--- src/rtl/ild_pkg.sv ---
package ild_pkg;

    localparam int BYTE_W  = 8;
    localparam int MAX_LEN = 6;
    localparam int LEN_W   = $clog2(MAX_LEN + 1);

    typedef enum logic {
        ENC_FIXED  = 1'b0,
        ENC_PREFIX = 1'b1
    } enc_mode_e;

    typedef struct packed {
        logic [LEN_W-1:0] len;
        logic             bad;
    } len_info_t;

    // Length from a 3-bit field; 0 and 7 are out of range and fold to 1 byte.
    function automatic len_info_t decode_fixed(input logic [2:0] fld);
        len_info_t r;
        if (fld == 3'd0 || fld == 3'd7) begin
            r.len = LEN_W'(1);
            r.bad = 1'b1;
        end else begin
            r.len = LEN_W'(fld);
            r.bad = 1'b0;
        end
        return r;
    endfunction

    // Length from the frequency-weighted prefix code in the top four bits.
    function automatic len_info_t decode_prefix(input logic [3:0] top);
        len_info_t r;
        r.bad = 1'b0;
        if (!top[3])
            r.len = LEN_W'(1);
        else if (!top[2])
            r.len = LEN_W'(2);
        else
            r.len = LEN_W'(3) + LEN_W'(top[1:0]);
        return r;
    endfunction

endpackage

--- src/rtl/ild_len_decode.sv ---
module ild_len_decode
    import ild_pkg::*;
#(
    parameter int DATA_W = BYTE_W
) (
    input  enc_mode_e         mode,
    input  logic [DATA_W-1:0] head,
    output len_info_t         info
);
    localparam int FLD_LSB = DATA_W - 3;
    localparam int PFX_LSB = DATA_W - 4;

    logic [2:0] fld;
    logic [3:0] pfx;

    assign fld = head[FLD_LSB +: 3];
    assign pfx = head[PFX_LSB +: 4];

    always_comb begin
        if (mode == ENC_FIXED)
            info = decode_fixed(fld);
        else
            info = decode_prefix(pfx);
    end
endmodule

--- src/rtl/ild_pos_track.sv ---
module ild_pos_track
    import ild_pkg::*;
(
    input  logic             clk,
    input  logic             rst,
    input  logic             take,
    input  logic [LEN_W-1:0] head_len,
    output logic             at_head,
    output logic             at_tail,
    output logic [LEN_W-1:0] cur_len
);
    logic [LEN_W-1:0] left_q;
    logic [LEN_W-1:0] len_q;

    assign at_head = (left_q == '0);
    assign cur_len = at_head ? head_len : len_q;
    assign at_tail = at_head ? (head_len == LEN_W'(1)) : (left_q == LEN_W'(1));

    always_ff @(posedge clk) begin
        if (rst) begin
            left_q <= '0;
            len_q  <= LEN_W'(1);
        end else if (take) begin
            if (at_head) begin
                left_q <= head_len - LEN_W'(1);
                len_q  <= head_len;
            end else begin
                left_q <= left_q - LEN_W'(1);
            end
        end
    end
endmodule

--- src/rtl/ild_top.sv ---
module ild_top
    import ild_pkg::*;
#(
    parameter int DATA_W = BYTE_W
) (
    input  logic              clk,
    input  logic              rst,
    input  logic              mode_sel,
    input  logic              in_valid,
    output logic              in_ready,
    input  logic [DATA_W-1:0] in_data,
    output logic              out_valid,
    input  logic              out_ready,
    output logic [DATA_W-1:0] out_data,
    output logic              out_first,
    output logic              out_last,
    output logic [LEN_W-1:0]  out_len,
    output logic              out_len_err
);
    len_info_t head_info;
    logic      at_head;
    logic      take;
    enc_mode_e mode;

    assign mode      = enc_mode_e'(mode_sel);
    assign take      = in_valid && out_ready;
    assign in_ready  = out_ready;
    assign out_valid = in_valid;
    assign out_data  = in_data;

    ild_len_decode #(.DATA_W(DATA_W)) u_dec (
        .mode (mode),
        .head (in_data),
        .info (head_info)
    );

    ild_pos_track u_trk (
        .clk      (clk),
        .rst      (rst),
        .take     (take),
        .head_len (head_info.len),
        .at_head  (at_head),
        .at_tail  (out_last),
        .cur_len  (out_len)
    );

    assign out_first   = at_head;
    assign out_len_err = at_head && head_info.bad;
endmodule

--- config.mk ---
export PLATFORM = sky130hd
export DESIGN_NAME = ild_top
export DESIGN_NICKNAME = d
export VERILOG_FILES = /design/src/rtl/ild_pkg.sv /design/src/rtl/ild_len_decode.sv /design/src/rtl/ild_pos_track.sv /design/src/rtl/ild_top.sv
export SDC_FILE = /design/constraint.sdc
export NUM_CORES = 1
export LEC_CHECK = 0
export BUFFER_PORTS_ARGS = -buffer_cell sky130_fd_sc_hd__buf_2
export CAP_MARGIN = 0
export CORE_MARGIN = 2
export CORE_UTILIZATION = 30
export CTS_BUF_LIST = sky130_fd_sc_hd__clkbuf_8
export DETAILED_ROUTE_END_ITERATION = 8
export GPL_TIMING_DRIVEN = 0
export HOLD_SLACK_MARGIN = 0.05
export PLACE_DENSITY = 0.63
export SYNTH_ARGS = -nofsm -noshare
export SYNTH_HDL_FRONTEND = slang
export SYNTH_HIERARCHICAL = 1
export SYNTH_SLANG_ARGS = --single-unit
--- constraint.sdc ---
create_clock -name clk -period 1.52 [get_ports clk]
set_input_delay 0.304 -clock clk [delete_from_list [all_inputs] [get_ports clk]]
set_output_delay 0.304 -clock clk [all_outputs]
set_load 0.005 [all_outputs]
==> results of run 1 <==
[path summary, 6_finish.rpt]
path,start,endpoint
max,in_data[5],out_len[1]
min reg2reg,u_trk/len_q[0]$_SDFFE_PP1P_,u_trk/len_q[0]$_SDFFE_PP1P_
max reg2reg,u_trk/left_q[1]$_SDFFE_PP0P_,u_trk/left_q[1]$_SDFFE_PP0P_
min,rst,u_trk/left_q[1]$_SDFFE_PP0P_
[metrics by stage]
| step | utilization | setup TNS, ns | instance area, um2 |
|---|---|---|---|
| final | 0.590 | -1.36 | 1130 |
| after global routing | 0.590 | -1.84 | 1130 |
| after CTS | 0.539 | -1.16 | 1040 |
| after detailed placement | 0.417 | -1.79 | 802 |
| after global placement | 0.417 | -1.63 | 802 |
| after floorplan | - | -0.0618 | 648 |
[metal layers]
metal / share of wire / wire, um
met5: 0 / 0
met4: 0.017 / 31
met3: 0.042 / 77
met2: 0.53 / 982
met1: 0.41 / 750
[flip-flops by register name (all words and copies together) (netlist names)]
signal and cells:
u_trk/len_q 3, u_trk/left_q 3
[layout by cell type (no fill, tap or decap), drive strengths merged, types with 3 or more instances in the layout]
| cell type | netlist | layout |
|---|---|---|
| mux2 | 3 | 3 |
| clkbuf | 1 | 5 |
| buf | 11 | 52 |
| nand3b | 5 | 5 |
| dfxtp | 6 | 6 |
| a21oi | 7 | 7 |
| inv | 7 | 7 |
| ha | 6 | 6 |
[cells by family after synthesis]
logic type / Yosys count
adder cells (fa/ha/maj): 6
AND/OR/NAND/NOR: 21
AO/OA/AOI/OAI: 17
buffers and inverters: 19
XOR/XNOR: 1
multiplexers: 4
flip-flops: 6
[timing repair]
item                       in CTS  in global routing
buffers inserted               12                  9
pin swaps                       8                 11
gates resized for setup        26                 14
setup endpoints to repair       8                  8
[worst max-delay path, delay by kind of cell]
| family | cells | cell delay [ns] |
|---|---|---|
| compound gates | 1 | 0.04 |
| buf+inv | 4 | 0.38 |
| mux | 2 | 0.54 |
| fa+ha+maj | 1 | 0.25 |
[report_power, final]
group / internal [mW] / switching (mW) / total [mW]
clock: 0.170 / 0.0683 / 0.238
sequential: 0.173 / 0.0113 / 0.184
combinational: 0.271 / 0.184 / 0.455
[cell type report]
class,instances,area share
inverter,7,0.0364
sequential,6,0.108
clock buffer,3,0.0364
timing repair buffer,43,0.284
buffer,11,0.0695
multi-input combinational,49,0.436
tap,27,0.0298
[synth_stat cells, types with 3 or more instances]
master,instances
sky130_fd_sc_hd__buf_4,10
sky130_fd_sc_hd__a21oi_1,7
sky130_fd_sc_hd__inv_1,7
sky130_fd_sc_hd__dfxtp_1,6
sky130_fd_sc_hd__ha_1,6
sky130_fd_sc_hd__nand3b_1,5
sky130_fd_sc_hd__mux2_2,3
==> reports/summary.json, run 1 <==
{
  "rows": 16,
  "routed_wl_um": 1840,
  "syn_area_um2": 598,
  "critical_setup_path_class": "in -> out",
  "simple_logic_cell_fraction_of_the_synthesized_area": 0.215,
  "crit_path_time_final_ns": 1.82,
  "outcome": "complete, but fails checks",
  "yosys_warnings": 6,
  "initial_utilization": 0.311,
  "finish.net_count": 140,
  "violations": "setup timing",
  "synthesized_area_fraction_occupied_by_xor_and_xnor_cells": 0.0146,
  "cp_data_required_time_ns": 1.22,
  "antenna_found_initial": 0,
  "global_route.peak_usage_layer": "met2",
  "setup_slack_of_the_most_critical_reg_to_reg_path_ns": -0.07,
  "first_global_vias": 669,
  "routed-via-count": 694,
  "synthCells": 74,
  "cellPowerDensity_nw_per_um2": 773,
  "place.detailed.instances": 125,
  "setup.worst_path.end_class": "output pin",
  "cts_max_path_buffers": 2,
  "placement.setup.worst_slack_ns": -0.390,
  "max_clock_freq_ghz": 0.548,
  "synth_mux_area_frac": 0.0732,
  "leakagePower_nw": 0.526,
  "worstHoldPathCells": 2,
  "async_reset_ff_frac": 0,
  "drt_pre_antenna_iters": 4,
  "max-cap-violations": 0,
  "startpoint_type": "primary input",
  "drt-initial-drc-count": 11,
  "crit_path_max_fanout": 2,
  "worst_ep_arrival_time_ns": 1.52,
  "crit_slowest_cell": "sky130_fd_sc_hd__mux2_4",
  "cell_types_with_the_largest_area_share_after_synthesis": "sky130_fd_sc_hd__dfxtp_1, sky130_fd_sc_hd__buf_4, sky130_fd_sc_hd__ha_1",
  "grt-ovfl-total": 0,
  "placement.io_buffers": 24,
  "fin_worst_hold_slack_ns": 0.342,
  "post-layout-total-power_mw": 0.878,
  "globalplace.congestion": 0.727,
  "viasPerCell": 4.75,
  "die-width_um": 48.7,
  "layoutNonFillerInstCount": 146,
  "synth.yosys.seq_area_share": 0.201,
  "drt-wirelength-per-cell_um": 12.6,
  "worst_vdd_drop_mv": 0.629,
  "final_critical_path_setup_slack_ns": -0.305,
  "unrepaired_setup_endpoints_after_global_routing": "yes",
  "finalSetupViolations": 8,
  "tightestPinTransition_ns": 0.377,
  "met3_usage": 0.0154,
  "post-synth-top-area-fraction": 0.201,
  "cts_hold_repair.buffers": 0,
  "grt_pass1_wl_um": 2930,
  "yosys_most_used_dff": "sky130_fd_sc_hd__dfxtp_1",
  "critical_path.max_stage_delay_ns": 0.28,
  "report.final.slew_viol_count": 0,
  "gr-usage-met1": 0.182,
  "cts_sinks": 6,
  "gr-usage-all-layers": 0.160,
  "antenna-diode-count": 0,
  "hold_path_class": "in -> reg",
  "die-height_um": 48.7,
  "fillers": 177,
  "synth_seq_cells": 6,
  "crit_chain": "buf_8, inv_6, ha_4, a21boi_2, mux2_4, buf_4, mux2_2, buf_2",
  "synth_area_leader_cell": "sky130_fd_sc_hd__dfxtp_1",
  "antenna_left": 0,
  "count_of_flip_flops_with_a_built_in_enable_after_synthesis": 0,
  "io_pins": 29,
  "post_synth_num_cell_types": 28,
  "hold_violations": 0,
  "cts_buffers": 3,
  "die-area_um2": 2370,
  "multi_input_comb_area_um2": 494,
  "worst_skew_late_latency_ns": 0.22,
  "dpl.hpwl_um": 1030,
  "worst_r2r_path_depth": 8,
  "synth_top_family_by_area": "simple AND/OR/NAND/NOR gates",
  "clk_pin_slew_worst_paths_ns": 0.04,
  "area.sequential_um2": 123,
  "synth_compound_gate_area_share": 0.176,
  "maximum_number_of_pins_on_one_net_before_global_route_repair": 10,
  "timing.slew.headroom": 0.749,
  "cts_h_tree_depth": 1,
  "post_route_cells_drive_above_1_share": 0.681,
  "clockRootBuffer": "sky130_fd_sc_hd__clkbuf_8",
  "postSynthNetCount": 93,
  "syn_area_per_cell_um2": 8.08,
  "tritoncts": "done",
  "areaGrowthSynthToFinish_pct": 89.7,
  "core_um2": 1920,
  "grtUsageMet2": 0.290,
  "post-route-period-util": 1.20,
  "remaining_drc_errors": 0,
  "post_synth_fa_ha_maj_area_fraction": 0.126,
  "fin_worst_skew_ns": 0.000367
}
No activity file was read; power rests on OpenSTA's default activity.
==> run 2: changes to the inputs <==
--- a/config.mk
+++ b/config.mk
@@ -14,6 +14,7 @@
 export GPL_TIMING_DRIVEN = 0
 export HOLD_SLACK_MARGIN = 0.05
 export PLACE_DENSITY = 0.63
+export REMOVE_ABC_BUFFERS = 1
 export SYNTH_ARGS = -nofsm -noshare
 export SYNTH_HDL_FRONTEND = slang
 export SYNTH_HIERARCHICAL = 1
==> reports/summary.json, run 2 (synthesis gave the netlist of run 1 again) <==
{
  "crit_chain": "buf_8, inv_6, ha_4, a21boi_2, mux2_4, inv_4, ha_4, nand3b_1, a21oi_2, buf_2",
  "unrepaired_setup_endpoints_after_global_routing": "yes",
  "setup.worst_path.end_class": "output pin",
  "worstHoldPathCells": {"value": 2, "change": "unchanged"},
  "fillers": {"value": 187, "change": "+5.6%"},
  "final_critical_path_setup_slack": {"value": -0.288, "unit": "ns", "change": "+0.0170 ns"},
  "cp_data_required_time": {"value": 1.22, "unit": "ns", "change": "about the same"},
  "post-layout-total-power": {"value": 0.799, "unit": "mW", "change": "-9.0%"},
  "timing.slew.headroom": {"value": 0.806, "change": "+0.0577"},
  "tightestPinTransition": {"value": 0.290, "unit": "ns", "change": "-0.0866 ns"},
  "routed-via-count": {"value": 611, "change": "-12%"},
  "leakagePower": {"value": 0.445, "unit": "nW", "change": "-15%"},
  "cp_common_cell": "sky130_fd_sc_hd__ha_4",
  "grt_pass1_wl": {"value": 2450, "unit": "um", "change": "-16%"},
  "antenna_left": {"value": 0, "change": "unchanged"},
  "clockRootBuffer": "sky130_fd_sc_hd__clkbuf_8",
  "core": {"value": 1920, "unit": "um2", "change": "unchanged"},
  "crit_path_max_fanout": {"value": 2, "change": "unchanged"},
  "largest_registers_in_the_final_layout": "u_trk/left_q: 3 flops, u_trk/len_q: 3 flops",
  "gr-usage-all-layers": {"value": 0.132, "change": "-0.0271"},
  "fin_tns_setup": {"value": -1.14, "unit": "ns", "change": "+0.221 ns"},
  "worst_skew_late_latency": {"value": 0.22, "unit": "ns", "change": "about the same"},
  "worst_vdd_drop": {"value": 0.483, "unit": "mV", "change": "-23%"},
  "outcome": "complete, but fails checks",
  "drt-wirelength-per-cell": {"value": 12.6, "unit": "um", "change": "-0.30%"},
  "initial_utilization": {"value": 0.311, "change": "unchanged"},
  "die-height": {"value": 48.7, "unit": "um", "change": "unchanged"},
  "rr_startpoint": "u_trk/left_q[0]$_SDFFE_PP0P_",
  "holdCritStartpoint": "rst",
  "max-cap-violations": {"value": 0, "change": "unchanged"},
  "cellPowerDensity": {"value": 817, "unit": "nW/um2", "change": "+5.7%"},
  "setup_slack_of_the_most_critical_reg_to_reg_path": {"value": -0.04, "unit": "ns", "change": "+0.03 ns"},
  "startpoint_type": "primary input",
  "post-route-period-util": {"value": 1.19, "change": "-0.0112"},
  "worst_r2r_path_depth": {"value": 7, "change": "-1"},
  "cts_h_tree_depth": {"value": 1, "change": "unchanged"},
  "critical_setup_path_class": "in -> out",
  "crit_slowest_cell": "sky130_fd_sc_hd__mux2_4",
  "cts_sinks": {"value": 6, "change": "unchanged"},
  "antenna_found_initial": {"value": 0, "change": "unchanged"},
  "worst_ep_arrival_time": {"value": 1.50, "unit": "ns", "change": "-0.02 ns"},
  "report.final.slew_viol_count": {"value": 0, "change": "unchanged"},
  "rows": {"value": 16, "change": "unchanged"},
  "tritoncts": "done",
  "dpl.hpwl": {"value": 909, "unit": "um", "change": "-12%"},
  "remaining_drc_errors": {"value": 0, "change": "unchanged"},
  "die-area": {"value": 2370, "unit": "um2", "change": "unchanged"},
  "clk_pin_slew_worst_paths": {"value": 0.04, "unit": "ns", "change": "about the same"},
  "antenna-diode-count": {"value": 0, "change": "unchanged"},
  "finish.net_count": {"value": 122, "change": "-13%"},
  "post_route_cells_drive_above_1_share": {"value": 0.604, "change": "-0.0767"},
  "cts_max_path_buffers": {"value": 2, "change": "unchanged"},
  "areaGrowthSynthToFinish_pct": 63.4,
  "placement.io_buffers": {"value": 20, "change": "-17%"},
  "final_cell_mix": "sky130_fd_sc_hd__buf_4, sky130_fd_sc_hd__buf_2, sky130_fd_sc_hd__buf_6, sky130_fd_sc_hd__nand3b_1, sky130_fd_sc_hd__a21oi_1",
  "violations": "setup timing",
  "cts_hold_repair.buffers": {"value": 0, "change": "unchanged"},
  "grt-ovfl-total": {"value": 0, "change": "unchanged"},
  "io_pins": {"value": 29, "change": "unchanged"},
  "critical_path.max_stage_delay": {"value": 0.29, "unit": "ns", "change": "about the same"},
  "worstHoldEndpoint": "u_trk/left_q[1]$_SDFFE_PP0P_",
  "drt-initial-drc-count": {"value": 7, "change": "-4"},
  "die-width": {"value": 48.7, "unit": "um", "change": "unchanged"},
  "maximum_number_of_pins_on_one_net_before_global_route_repair": {"value": 10, "change": "unchanged"},
  "first_global_vias": {"value": 597, "change": "-11%"},
  "drt_pre_antenna_iters": {"value": 4, "change": "unchanged"},
  "finalSetupViolations": {"value": 7, "change": "-1"},
  "routed_wl": {"value": 1610, "unit": "um", "change": "-13%"},
  "cts_buffers": {"value": 3, "change": "unchanged"},
  "timing.rr.end": "u_trk/left_q[1]$_SDFFE_PP0P_",
  "hold_path_class": "in -> reg",
  "globalplace.congestion": {"value": 0.695, "change": "-4.4%"},
  "max_clock_freq": {"value": 0.553, "unit": "GHz", "change": "+0.94%"},
  "hold_violations": {"value": 0, "change": "unchanged"},
  "fin_worst_skew": {"value": 0.00176, "unit": "ns", "change": "+0.00139 ns"},
  "crit_path_time_final": {"value": 1.81, "unit": "ns", "change": "-0.0170 ns"},
  "viasPerCell": {"value": 4.77, "change": "+0.42%"}
}
## run 2: final cells by class
cell class	instances	area, um2	share of cell area
flip-flops and latches	6	123	0.125
repair buffers	36	283	0.289
inverters	7	36.3	0.0371
well taps	27	33.8	0.0346
clock buffers	3	41.3	0.0423
multi-input cells	49	460	0.471
## run 2: worst max-delay path by stage
| stage | start | endpoint | depth (start not counted) |
|---|---|---|---|
| finish | in_data[5] | out_last | 10 |
| global route | in_data[5] | out_last | 10 |
| CTS | in_data[4] | out_last | 10 |
| detailed placement | u_trk/left_q[0]$_SDFFE_PP0P_ | out_len[2] | 5 |
| global placement | u_trk/left_q[0]$_SDFFE_PP0P_ | out_len[1] | 5 |
| floorplan | u_trk/left_q[0]$_SDFFE_PP0P_ | out_len[1] | 4 |
## run 2: what timing repair did
item                                    4_1_cts  5_1_grt
endpoints found under the setup margin       10        8
buffers inserted                             12        4
gates resized for setup                      32       14
pin swaps                                     7        4
## run 2: stage by stage
stage	worst slack, ns	util	instances	hold WS [ns]	cell area [um2]
2_1_floorplan	-0.204	-	62	0.373	508
3_3_place_gp	-0.528	0.334	109	0.442	642
3_5_place_dp	-0.562	0.334	109	0.450	642
4_1_cts	-0.259	0.468	124	0.335	900
5_1_grt	-0.358	0.508	128	0.345	977
6_report	-0.288	0.508	128	0.339	977
## run 2: worst max-delay path, delay by kind of cell
kind                       cells  cell delay (ns)
adders and majority gates      2             0.37
buffers and inverters          4             0.30
muxes                          1             0.29
AOI/OAI and AO/OA              2             0.16
and+or+nand+nor                1             0.09
## run 2: routing by layer
layer	up-vias	GRT usage	routed length, um
met5	-	0	0
met4	0	0.0571	8
met3	2	0.0432	105
met2	23	0.263	869
met1	286	0.120	626
li1	300	-	-
## run 2: where the power goes
part	switching (mW)	internal [mW]
combinational	0.155	0.216
sequential	0.0115	0.173
clock	0.0726	0.171
total	0.239	0.559
